==> config.mk <==
export PLATFORM = sky130hd
export DESIGN_NAME = ecc_err_capture
export DESIGN_NICKNAME = d
export VERILOG_FILES = /design/src/rtl/ecc_cap_pkg.sv /design/src/rtl/ecc_cap_arb.sv /design/src/rtl/ecc_cap_sbe_cnt.sv /design/src/rtl/ecc_cap_store.sv /design/src/rtl/ecc_err_capture.sv
export SDC_FILE = /design/constraint.sdc
export NUM_CORES = 1
export LEC_CHECK = 0
export BUFFER_PORTS_ARGS = -buffer_cell sky130_fd_sc_hd__buf_2
export CAP_MARGIN = 20
export CORE_UTILIZATION = 51
export CTS_CLUSTER_SIZE = 28
export DETAILED_ROUTE_END_ITERATION = 6
export PLACE_DENSITY = 0.81
export SLEW_MARGIN = 0
export SYNTH_ARGS = -nofsm -noshare
export SYNTH_HDL_FRONTEND = slang
export SYNTH_SLANG_ARGS = --single-unit
==> constraint.sdc <==
create_clock -name clk_i -period 2.5 [get_ports clk_i]
set_input_delay 0.375 -clock clk_i [delete_from_list [all_inputs] [get_ports clk_i]]
set_output_delay 0.375 -clock clk_i [all_outputs]
set_load 0.01 [all_outputs]
==> src/rtl/ecc_cap_pkg.sv <==
package ecc_cap_pkg;
  typedef enum logic [1:0] {
    CLS_NONE = 2'd0,
    CLS_MBE  = 2'd1,
    CLS_SEL  = 2'd2,
    CLS_SBE  = 2'd3
  } err_cls_e;

  localparam int unsigned STAT_W = 4;
  localparam int unsigned ST_MBE = 0;
  localparam int unsigned ST_SEL = 1;
  localparam int unsigned ST_SBE = 2;
  localparam int unsigned ST_OVF = 3;

  localparam logic [2:0] REG_STATUS  = 3'd0;
  localparam logic [2:0] REG_IRQ_EN  = 3'd1;
  localparam logic [2:0] REG_SBE     = 3'd2;
  localparam logic [2:0] REG_ADDR_LO = 3'd3;
  localparam logic [2:0] REG_ADDR_HI = 3'd4;
  localparam logic [2:0] REG_ATTR    = 3'd5;
  localparam logic [2:0] REG_SYN     = 3'd6;
endpackage

==> src/rtl/ecc_cap_arb.sv <==
module ecc_cap_arb
  import ecc_cap_pkg::*;
(
  input  logic     sbe_i,
  input  logic     mbe_i,
  input  logic     sel_i,
  output err_cls_e cls_o,
  output logic     any_o
);
  always_comb begin
    if (mbe_i)      cls_o = CLS_MBE;
    else if (sel_i) cls_o = CLS_SEL;
    else if (sbe_i) cls_o = CLS_SBE;
    else            cls_o = CLS_NONE;
  end
  assign any_o = sbe_i | mbe_i | sel_i;
endmodule

==> src/rtl/ecc_cap_sbe_cnt.sv <==
module ecc_cap_sbe_cnt #(
  parameter int unsigned CNT_W = 8
) (
  input  logic             clk_i,
  input  logic             rst_ni,
  input  logic             inc_i,
  input  logic             clr_i,
  input  logic [CNT_W-1:0] thr_i,
  output logic [CNT_W-1:0] cnt_o,
  output logic             hit_o
);
  localparam logic [CNT_W-1:0] CNT_MAX = '1;

  logic [CNT_W-1:0] cnt_q, cnt_inc;

  // saturating increment
  assign cnt_inc = (cnt_q == CNT_MAX) ? cnt_q : cnt_q + 1'b1;
  assign hit_o   = inc_i && (cnt_inc >= thr_i);

  always_ff @(posedge clk_i or negedge rst_ni) begin
    if (!rst_ni)    cnt_q <= '0;
    else if (clr_i) cnt_q <= '0;
    else if (inc_i) cnt_q <= cnt_inc;
  end

  assign cnt_o = cnt_q;
endmodule

==> src/rtl/ecc_cap_store.sv <==
module ecc_cap_store
  import ecc_cap_pkg::*;
#(
  parameter int unsigned ADDR_W    = 40,
  parameter int unsigned ALIGN_LSB = 6,
  parameter int unsigned SIZE_W    = 4,
  parameter int unsigned SYN_W     = 8
) (
  input  logic              clk_i,
  input  logic              rst_ni,
  input  logic              load_i,
  input  err_cls_e          cls_i,
  input  logic [ADDR_W-1:0] addr_i,
  input  logic [2:0]        beat_i,
  input  logic [SIZE_W-1:0] size_i,
  input  logic [SYN_W-1:0]  syn_i,
  output logic [ADDR_W-1:0] addr_o,
  output logic [2:0]        beat_o,
  output logic [SIZE_W-1:0] size_o,
  output logic [SYN_W-1:0]  syn_o,
  output err_cls_e          cls_o
);
  logic [ADDR_W-1:0] addr_aligned;

  generate
    if (ALIGN_LSB == 0) begin : g_noalign
      assign addr_aligned = addr_i;
    end else begin : g_align
      assign addr_aligned = {addr_i[ADDR_W-1:ALIGN_LSB], {ALIGN_LSB{1'b0}}};
    end
  endgenerate

  always_ff @(posedge clk_i or negedge rst_ni) begin
    if (!rst_ni) begin
      addr_o <= '0;
      beat_o <= '0;
      size_o <= '0;
      syn_o  <= '0;
      cls_o  <= CLS_NONE;
    end else if (load_i) begin
      addr_o <= addr_aligned;
      beat_o <= beat_i;
      size_o <= size_i;
      syn_o  <= syn_i;
      cls_o  <= cls_i;
    end
  end
endmodule

==> src/rtl/ecc_err_capture.sv <==
module ecc_err_capture
  import ecc_cap_pkg::*;
#(
  parameter int unsigned ADDR_W  = 40,
  parameter int unsigned DATA_W  = 64,
  parameter int unsigned SIZE_W  = 4,
  parameter int unsigned SYN_W   = 8,
  parameter int unsigned CNT_W   = 8,
  parameter logic [CNT_W-1:0] THR_RST = 4
) (
  input  logic              clk_i,
  input  logic              rst_ni,
  input  logic              sbe_i,
  input  logic              mbe_i,
  input  logic              sel_err_i,
  input  logic [ADDR_W-1:0] err_addr_i,
  input  logic [2:0]        err_beat_i,
  input  logic [SIZE_W-1:0] err_size_i,
  input  logic [SYN_W-1:0]  err_syn_i,
  input  logic              reg_we_i,
  input  logic [2:0]        reg_addr_i,
  input  logic [31:0]       reg_wdata_i,
  output logic [31:0]       reg_rdata_o,
  output logic              irq_o
);
  localparam int unsigned BURST_BYTES = 8 * (DATA_W / 8);
  localparam int unsigned ALIGN_LSB   = $clog2(BURST_BYTES);
  localparam int unsigned HI_W        = ADDR_W - 32;

  logic [STAT_W-1:0] status_q, status_d, stat_set, stat_clr;
  logic [STAT_W-1:0] irq_en_q;
  logic [CNT_W-1:0]  thr_q, sbe_cnt;
  logic              lock, err_any, load, sbe_hit, release_lk;
  err_cls_e          arb_cls, cap_cls;
  logic [ADDR_W-1:0] cap_addr;
  logic [2:0]        cap_beat;
  logic [SIZE_W-1:0] cap_size;
  logic [SYN_W-1:0]  cap_syn;
  logic              unused_wdata;

  assign unused_wdata = ^reg_wdata_i;

  ecc_cap_arb u_arb (
    .sbe_i (sbe_i),
    .mbe_i (mbe_i),
    .sel_i (sel_err_i),
    .cls_o (arb_cls),
    .any_o (err_any)
  );

  assign lock = status_q[ST_MBE] | status_q[ST_SEL] | status_q[ST_SBE];
  assign load = err_any & ~lock;

  ecc_cap_sbe_cnt #(.CNT_W(CNT_W)) u_cnt (
    .clk_i  (clk_i),
    .rst_ni (rst_ni),
    .inc_i  (load && arb_cls == CLS_SBE),
    .clr_i  (release_lk),
    .thr_i  (thr_q),
    .cnt_o  (sbe_cnt),
    .hit_o  (sbe_hit)
  );

  ecc_cap_store #(
    .ADDR_W    (ADDR_W),
    .ALIGN_LSB (ALIGN_LSB),
    .SIZE_W    (SIZE_W),
    .SYN_W     (SYN_W)
  ) u_store (
    .clk_i  (clk_i),
    .rst_ni (rst_ni),
    .load_i (load),
    .cls_i  (arb_cls),
    .addr_i (err_addr_i),
    .beat_i (err_beat_i),
    .size_i (err_size_i),
    .syn_i  (err_syn_i),
    .addr_o (cap_addr),
    .beat_o (cap_beat),
    .size_o (cap_size),
    .syn_o  (cap_syn),
    .cls_o  (cap_cls)
  );

  // set wins over a clear in the same cycle
  always_comb begin
    stat_set         = '0;
    stat_set[ST_MBE] = load && arb_cls == CLS_MBE;
    stat_set[ST_SEL] = load && arb_cls == CLS_SEL;
    stat_set[ST_SBE] = sbe_hit;
    stat_set[ST_OVF] = err_any && lock;
    stat_clr = (reg_we_i && reg_addr_i == REG_STATUS) ? reg_wdata_i[STAT_W-1:0] : '0;
    status_d = (status_q & ~stat_clr) | stat_set;
  end

  assign release_lk = lock && (status_d[ST_SBE:ST_MBE] == '0);

  always_ff @(posedge clk_i or negedge rst_ni) begin
    if (!rst_ni) begin
      status_q <= '0;
      irq_en_q <= '0;
      thr_q    <= THR_RST;
    end else begin
      status_q <= status_d;
      if (reg_we_i && reg_addr_i == REG_IRQ_EN) irq_en_q <= reg_wdata_i[STAT_W-1:0];
      if (reg_we_i && reg_addr_i == REG_SBE)    thr_q    <= reg_wdata_i[CNT_W-1:0];
    end
  end

  assign irq_o = |(status_q & irq_en_q);

  always_comb begin
    reg_rdata_o = '0;
    case (reg_addr_i)
      REG_STATUS:  reg_rdata_o[STAT_W-1:0] = status_q;
      REG_IRQ_EN:  reg_rdata_o[STAT_W-1:0] = irq_en_q;
      REG_SBE: begin
        reg_rdata_o[CNT_W-1:0]  = thr_q;
        reg_rdata_o[16 +: CNT_W] = sbe_cnt;
      end
      REG_ADDR_LO: reg_rdata_o = cap_addr[31:0];
      REG_ADDR_HI: reg_rdata_o[HI_W-1:0] = cap_addr[ADDR_W-1:32];
      REG_ATTR: begin
        reg_rdata_o[2:0]         = cap_beat;
        reg_rdata_o[8 +: SIZE_W] = cap_size;
        reg_rdata_o[17:16]       = cap_cls;
      end
      REG_SYN:     reg_rdata_o[SYN_W-1:0] = cap_syn;
      default:     reg_rdata_o = '0;
    endcase
  end
endmodule

* Word-level counts from Yosys, hierarchy flattened *
Index checks and enable logic that the tools add are counted.

cells by class
  add/sub/neg operators = 1
  order comparisons = 1
  equality and inequality tests = 10
  muxes and demuxes = 15
  bitwise operators = 10
  reductions and logical operators = 13

operators with widths
  operator             count
  $mux 8               4
  $pmux 3 s6           1
  $pmux 4 s4           1
  $pmux 6 s2           1
  $eq 3x3->1 const B   3
  $logic_and 1x1->1    9
  $add 8x1->8 const B  1
  $and 4x4->4          2
  $eq 8x8->1 const B   1
  $ge 8x8->1           1
  $mux 4               2
  $pmux 4 s2           1
  $eq 3x2->1 const B   2
  $logic_not 3->1      2
  $mux 2               3
  $pmux 2 s3           1
  $pmux 1 s5           1
  $eq 2x2->1 const B   2
  $not 4->4            1
  $or 1x1->1           4
  $or 4x4->4           1
  $reduce_or 4->1      1
  $eq 3x1->1 const B   1
  $eq 2x1->1 const B   1
  3 further kinds      3

storage, ports and cells
  register bits = 75
  bits of input ports = 96
  output and inout port bits = 33
  logic and storage cells = 59

* Depth between registers and ports, before layout *
Gate-level depths: netlist of the first run.

  word-level depth = 10
  gate-level depth with buffers = 10
  mapped depth without buffers = 10

* Cells and area by module *
Synthesis of the first run repeated with hierarchy kept, for this count alone.

unflattened totals
  cells, all modules = 360
  area total of the unflattened synthesis = 4433.0 um^2

by module, submodules not included
  module           instances  cells an instance  area an instance (um^2)  sequential area each (um^2)
  ecc_cap_store    1          115                2198.4                   1276.2
  ecc_err_capture  1          141                1351.3                   401.6
  ecc_cap_sbe_cnt  1          99                 857.1                    200.2
  ecc_cap_arb      1          5                  26.3                     0.0

* Least setup slack after synthesis of the first run *
Ideal clock, no wire load.

  path type = register to register
  from = register u_cnt.cnt_q[0], in the netlist u_cnt.cnt_o[0]
  to = register status_q[2]
  library setup time = 0.127 ns
  data arrival time = 1.975 ns
  data required time = 2.373 ns
  path slack = 0.398 ns
  cell stages (with the launch flop) = 10
  buffers on the path = 0
  period minus slack after synthesis = 2.102 ns
  cells stage by stage = dfrtp_1 -> ha_1 -> nand3_1 -> nor2_1 -> mux2_2 -> ha_1 -> o21ai_0 -> o21ai_0 -> a21oi_1 -> o21ai_0

between the ends
  longest elaborated chain between the ends = 5
  elaborated cells on any way between the ends = 6
  those cells by class = 1 x add/sub; 1 x order compare; 1 x eq/ne; 1 x mux; 1 x bitwise; 1 x reduce/logical

ends and longest elaborated chain
  what                                              line                    source
  start: declaration                                ecc_cap_sbe_cnt.sv:14   logic [CNT_W-1:0] cnt_q, cnt_inc;
  start signal: assignment                          ecc_cap_sbe_cnt.sv:23   else if (inc_i) cnt_q <= cnt_inc;
  $add 8x1->8 / $eq 8x8->1 (equally long branches)  ecc_cap_sbe_cnt.sv:17   assign cnt_inc = (cnt_q == CNT_MAX) ? cnt_q : cnt_q + 1'b1;
  $mux 8 *                                          ecc_cap_sbe_cnt.sv:17
  $ge 8x8->1 *                                      ecc_cap_sbe_cnt.sv:18   assign hit_o = inc_i && (cnt_inc >= thr_i);
  $logic_and 1x1->1 *                               ecc_cap_sbe_cnt.sv:18
  $or 4x4->4 *                                      ecc_err_capture.sv:93   status_d = (status_q & ~stat_clr) | stat_set;
  named net status_d[2]                             ecc_err_capture.sv:30   logic [STAT_W-1:0] status_q, status_d, stat_set, stat_clr;
  end signal: assignment                            ecc_err_capture.sv:104  status_q <= status_d;
  end: declaration                                  ecc_err_capture.sv:30

Mark *: on every way through the listed nets, which the timed path passes. The rest lies on a longest branch.
A chain may end at the register's enable or synchronous reset.

* Final worst setup path of the first run *
Ends and elaborated chain as after synthesis.

==> flow_metrics.tcl, run 1 <==
set metrics [dict create \
    outcome "completed" \
    synth_cell_type_count 49 \
    synth_edf_count 0 \
    arrival_ns 2.49 \
    synth_xor_area_share_pct 0.8844 \
    final_cells 561 \
    grt_pass1_vias 3030 \
    cts_tree "yes" \
    grt_usage_pct 22.25 \
    netlist.area_leader.share_pct 46.75 \
    power_leakage_nw 2.264 \
    dr.pass1.iters 5 \
    io_pins 129 \
    synth.area.top_cells "dfrtp_1 47%, mux2_2 12%, mux2i_1 4.5%, mux2_1 4.0%, o21ai_0 2.9%" \
    fin_crit_ns 2.260 \
    cts.clk_slew.worst_paths_ns 0.09 \
    worstPathRequired_ns 2.73 \
    crit_chain "ha_1, nand3_1, nor2_2, mux2_2, ha_1, o21ai_0, o21ai_0, a21oi_1, o21ai_0" \
    cpPeakStageDelay_ns 0.44 \
    synth_flop_cell "dfrtp_1" \
    ctsHtreeMaxLevel 3 \
    rsz0062_at_grt "false" \
    grt_pass1_wl_mm 14.48 \
    yosys_warnings 0 \
    synth_compound_area_share_pct 10.04 \
    syn-cell-area_sq_um 3961 \
    synth_nets 465 \
    drc 0 \
    critPathLaunchType "register" \
    coreArea_sq_um 7370 \
    yosys.area_share.simple_pct 14.81 \
    cts_setup_buffers 0 \
    dr_total_vias 3065 \
    gp_congestion 0.7945 \
    antenna_found_initial 0 \
    antenna_left 0 \
    critPathKind "register to register" \
    first_iter_violations 193 \
    dp.cells 545 \
    ys_async_sr_fraction_pct 100.0 \
    hold_violations 0 \
    area_growth_pct 19.68 \
    vias_per_cell 5.463 \
    clk_latency_ns 0.35 \
    drive_above_1_share_pct 37.66 \
    cpMostUsedCell "o21ai_0" \
    routed_wl_mm 8.720 \
    dieArea_sq_um 8123 \
    yosysMostFrequentCell "dfrtp_1" \
    io_buffers 98 \
    fin_setup_tns_ns 0 \
    synth_cells 360 \
    yosys_register_bits 75 \
    max_freq_ghz 0.4426 \
    grt_max_degree 76 \
    worst_pin_slew_ns 0.8802 \
    p_per_area_nw_per_um2 916.8 \
    cts_root_buf "clkbuf_8" \
    synth_common_cells "74 x dfrtp_1, 42 x mux2_2, 28 x nand2_1" \
    cts_buffers 9 \
    r2r_slack_ns 0.24 \
    cts_hold_buf 0 \
    start_util_pct 53.75 \
    layout.nets 562 \
    yosys.area_share.adder_pct 2.843 \
    clock_skew_ns 0.01024 \
    nFillCells 624 \
    diodes 0 \
    synth_area_per_cell_sq_um 11.00 \
    fp.dieH_um 90.13 \
    fp-row-count 31 \
    cp-end-kind "register" \
    min_path_type "input port to async pin" \
    critPathMaxFanout 6 \
    fin_crit_sh_pct 90.38 \
    drv_cap 0 \
    maxSlewViolCount 0 \
    yosysSeqAreaShare_pct 47.41 \
    ir_drop_mv 0.3869 \
    relSlewSlack_pct 41.20 \
    dp_hpwl_mm 6.320 \
    die_w_um 90.13 \
    ctsLongestPathBuffers 2 \
    wl_per_cell_um 15.54 \
    clkSinkCount 75 \
    synth_mux_area_share_pct 20.47 \
    synth_top_cell_by_area "dfrtp_1" \
    grt_overflow 0 \
    setup_viol 0 \
    synth_top_family_by_area "multiplexers" \
    slowest_stage "dfrtp_1" \
]
-- critical path, delay by kind of cell (launching register included) --
family	cells	cell delay, ns
mux	1	0.37
simple gates	2	0.38
flops	1	0.44
compound gates	4	0.44
fa+ha+maj	2	0.52
-- power breakdown --
group / internal (mW) / switching [mW]
Combinational: 0.792 / 0.622
Sequential: 1.73 / 0.326
Clock: 0.376 / 0.504
Total: 2.90 / 1.45
-- per-stage QoR --
| step | cell area [sq um] | total power, mW | setup WS (ns) | utilization, % | hold slack, ns |
|---|---|---|---|---|---|
| global route | 4741 | 4.655 | 0.02517 | 64.33 | 0.07147 |
| global placement | 4551 | 3.415 | 0.2299 | 61.75 | 0.4391 |
| floorplan | 3961 | 3.078 | 0.3983 | - | 0.07941 |
| CTS | 4735 | 4.384 | 0.1767 | 64.24 | 0.06898 |
| detailed placement | 4551 | 3.515 | 0.1876 | 61.75 | 0.4410 |
| finish | 4741 | 4.347 | 0.2405 | 64.33 | 0.02891 |
-- metal layers --
layer | global-route usage, % | vias up | part of all wire [%]
li1 | - | 1488 | -
met1 | 30.19 | 1465 | 45
met2 | 36.58 | 95 | 49
met3 | 3.638 | 17 | 4.5
met4 | 6.989 | 0 | 1.8
met5 | 0 | - | 0
-- placed cells by master (no fill, tap or decap), types with 2 or more instances in the layout --
cell,count
buf_2,98
dfrtp_1,74
mux2_2,42
nand2_1,28
o21ai_0,23
nor2_1,22
a21oi_1,18
mux2i_1,18
mux2_1,14
and3_1,13
inv_1,10
nor2b_1,9
a22oi_1,9
ha_1,9
clkbuf_8,9
buf_4,5
nor3_1,4
nand3_1,3
clkinvlp_4,3
and4_1,2
xnor2_1,2
nand4_1,2
xor2_1,2
nand2b_1,2
o21a_1,2
a221oi_1,2
and3b_1,2
a21o_1,2
nor3b_1,2
o22ai_1,2
a32o_1,2
or3_1,2
and4bb_2,2
o2bb2ai_1,2
inv_6,2
buf_12,2
-- registers in the layout, indices dropped and copies added (netlist names), 3 cells and up --
| signal | cells |
|---|---|
| thr_q | 8 |
| u_store.size_o | 4 |
| u_store.addr_o | 34 |
| u_store.syn_o | 8 |
| u_store.beat_o | 3 |
| irq_en_q | 4 |
| status_q | 4 |
| u_cnt.cnt_o | 8 |
-- layout make-up --
type	instances	area (sq um)	share of cell area, %
Sequential cell	75	1878	39.61
Timing Repair Buffer	105	568.0	11.98
Inverter	10	37.54	0.7918
Multi-Input combinational cell	256	1949	41.12
Tap cell	99	123.9	2.613
Clock buffer	9	123.9	2.613
Clock inverter	7	60.06	1.267
-- final timing paths --
| path | startpoint | endpoint | cells after the start |
|---|---|---|---|
| max in group asynchronous | rst_ni | thr_q[2]$_DFFE_PN1P_ | 2 |
| setup / recovery | u_cnt.cnt_o[0]$_DFFE_PN0P_ | status_q[2]$_DFF_PN0_ | 9 |
| setup reg to reg | u_cnt.cnt_o[0]$_DFFE_PN0P_ | status_q[2]$_DFF_PN0_ | 9 |
| hold reg to reg | u_store.addr_o[14]$_DFFE_PN0P_ | u_store.addr_o[14]$_DFFE_PN0P_ | 1 |
| hold / removal | rst_ni | u_store.addr_o[31]$_DFFE_PN0P_ | 2 |
| min in group clk_i | reg_wdata_i[4] | thr_q[4]$_DFFE_PN0P_ | 3 |
-- cell families after synthesis --
family,Yosys count
and+or+nand+nor,103
DFF,75
muxes,74
AOI/OAI and AO/OA,66
buffers and inverters,29
adders and majority gates,9
xor gates and xnor gates,4
-- what timing repair did --
action | CTS | global route
resized for setup | 0 | 2
setup endpoints to repair | 0 | 1
endpoints found under the hold margin | 0 | 0
No activity file was read; power rests on OpenSTA's default activity.
==> run 2, diff against run 1 <==
- CORE_UTILIZATION: 51 -> 55
- PLACE_DENSITY: 0.81 -> 0.87
- clock period: 2.5 -> 2.6 ns (I/O delays scaled with it)
==> run 2 against run 1 <==
Net effect: hold slack gained 0.027 ns; cell area grew 0.26%; via count grew 2.7%; combinational power is essentially flat; non-clock buffer count shrank 1.
==> flow_metrics.tcl, run 2 (synthesis gave the netlist of run 1 again) <==
set metrics [dict create \
    wl_per_cell_um 16.03 \
    min_path_type "input port to async pin" \
    p_per_area_nw_per_um2 912.5 \
    r2r-end "status_q[2]$_DFF_PN0_" \
    critPathKind "register to register" \
    rsz0062_at_grt "false" \
    fin_crit_sh_pct 90.69 \
    dp.cells 541 \
    multi_input_area_sq_um 1943 \
    drive_above_1_share_pct 36.96 \
    regMostFlops "u_store.addr_o" \
    die_w_um 86.87 \
    drc 0 \
    outcome "completed" \
    clock_skew_ns 0.01018 \
    antenna_left 0 \
    cts.clk_slew.worst_paths_ns 0.08 \
    routed_wl_mm 8.910 \
    critPathLaunchType "register" \
    largest_reg_flops 34 \
    layout_common_cells "98 x buf_2, 74 x dfrtp_1, 42 x mux2_2" \
    io_pins 129 \
    cts_hold_buf 0 \
    gp_congestion 0.7862 \
    worst_pin_slew_ns 0.9005 \
    clk_latency_ns 0.35 \
    p_seq_share_pct 45.6 \
    final_cells 556 \
    grt_pass1_wl_mm 14.63 \
    r2r_cells 9 \
    layout.nets 561 \
    regToRegStartpoint "u_cnt.cnt_o[0]$_DFFE_PN0P_" \
    max_freq_ghz 0.4241 \
    nFillCells 526 \
    fin_crit_ns 2.358 \
    relSlewSlack_pct 39.84 \
    area_growth_pct 19.99 \
    ctsLongestPathBuffers 2 \
    ff_latch_area_sq_um 1878 \
    p_int_mw 2.963 \
    diodes 0 \
    hold_violations 0 \
    grt_overflow 0 \
    ctsHtreeMaxLevel 3 \
    antenna_found_initial 0 \
    io_buffers 98 \
    first_iter_violations 179 \
    coreArea_sq_um 6869 \
    worst_hold_slack_ns 0.05572 \
    cts_root_buf "clkbuf_8" \
    grt_usage_pct 25.31 \
    fin_setup_tns_ns 0 \
    power_leakage_nw 2.280 \
    design_area_sq_um 4753 \
    start_util_pct 57.67 \
    dr.pass1.iters 4 \
    ir_drop_mv 0.6291 \
    vias_per_cell 5.664 \
    cts_tree "yes" \
    worstPathRequired_ns 2.83 \
    r2r_slack_ns 0.24 \
    arrival_ns 2.59 \
    cts_resized 0 \
    p_switching_mw 1.374 \
    dpl_cell_area_sq_um 4539 \
    p_comb_share_pct 31.9 \
    dr_total_vias 3149 \
    final_common_cell "buf_2" \
    critPathMaxFanout 6 \
    cts_setup_buffers 0 \
    maxSlewViolCount 0 \
    grt_max_degree 76 \
    drv_cap 0 \
    fp.dieH_um 86.87 \
    clkPwrFrac_pct 22.6 \
    cts_buffers 9 \
    fp-row-count 30 \
    p_sw_share_pct 31.67 \
    grt_pass1_vias 3178 \
    cp-end-kind "register" \
    dp_hpwl_mm 6.450 \
    p_total_mw 4.337 \
    clkSinkCount 75 \
    setup_viol 0 \
    dieArea_sq_um 7546 \
]
run 2: metal layers:
layer | share of wire, % | vias up | global-route usage, %
met5 | 0 | - | 0
met4 | 1.4 | 0 | 6.364
met3 | 7.6 | 13 | 7.678
met2 | 50 | 122 | 45.88
met1 | 41 | 1528 | 29.07
li1 | - | 1486 | -
run 2: worst max path at each step:
stage,slack (ns),end,from
final,0.24,status_q[2]$_DFF_PN0_,u_cnt.cnt_o[0]$_DFFE_PN0P_
after global routing,0.03,status_q[2]$_DFF_PN0_,u_cnt.cnt_o[0]$_DFFE_PN0P_
after CTS,0.24,status_q[2]$_DFF_PN0_,u_cnt.cnt_o[0]$_DFFE_PN0P_
after detailed placement,0.27,status_q[2]$_DFF_PN0_,u_cnt.cnt_o[0]$_DFFE_PN0P_
after global placement,0.31,status_q[2]$_DFF_PN0_,u_cnt.cnt_o[0]$_DFFE_PN0P_
after floorplan,0.50,status_q[2]$_DFF_PN0_,u_cnt.cnt_o[0]$_DFFE_PN0P_
run 2: power groups by stage:
stage	combinational [mW]	sequential, mW	clock, mW
3_5_place_dp	1.38	2.00	0
2_1_floorplan	1.07	1.89	0
3_3_place_gp	1.31	1.95	0
5_1_grt	1.53	2.03	1.05
6_report	1.38	1.98	0.979
4_1_cts	1.40	1.97	0.992
run 2: layout make-up:
cell class	count	area share (%)
clock buffer	9	2.606
clock inverter	6	1.895
inverter	10	0.7897
multi-input combinational	256	40.88
sequential	75	39.51
tap	96	2.527
timing repair buffer	104	11.79
run 2: critical path: stages (launching register included):
cell     delay, ns
dfrtp_1       0.45
ha_1          0.28
nand3_1       0.12
nor2_1        0.32
mux2_2        0.39
ha_1          0.27
o21ai_0       0.12
o21ai_0       0.08
a21oi_1       0.14
o21ai_0       0.08
run 2: through the flow:
step / worst slack, ns / utilization, %
after floorplan: 0.4983 / -
after global placement: 0.3114 / 66.08
after detailed placement: 0.2669 / 66.08
after CTS: 0.2361 / 69.20
after global routing: 0.02845 / 69.20
final: 0.2420 / 69.20
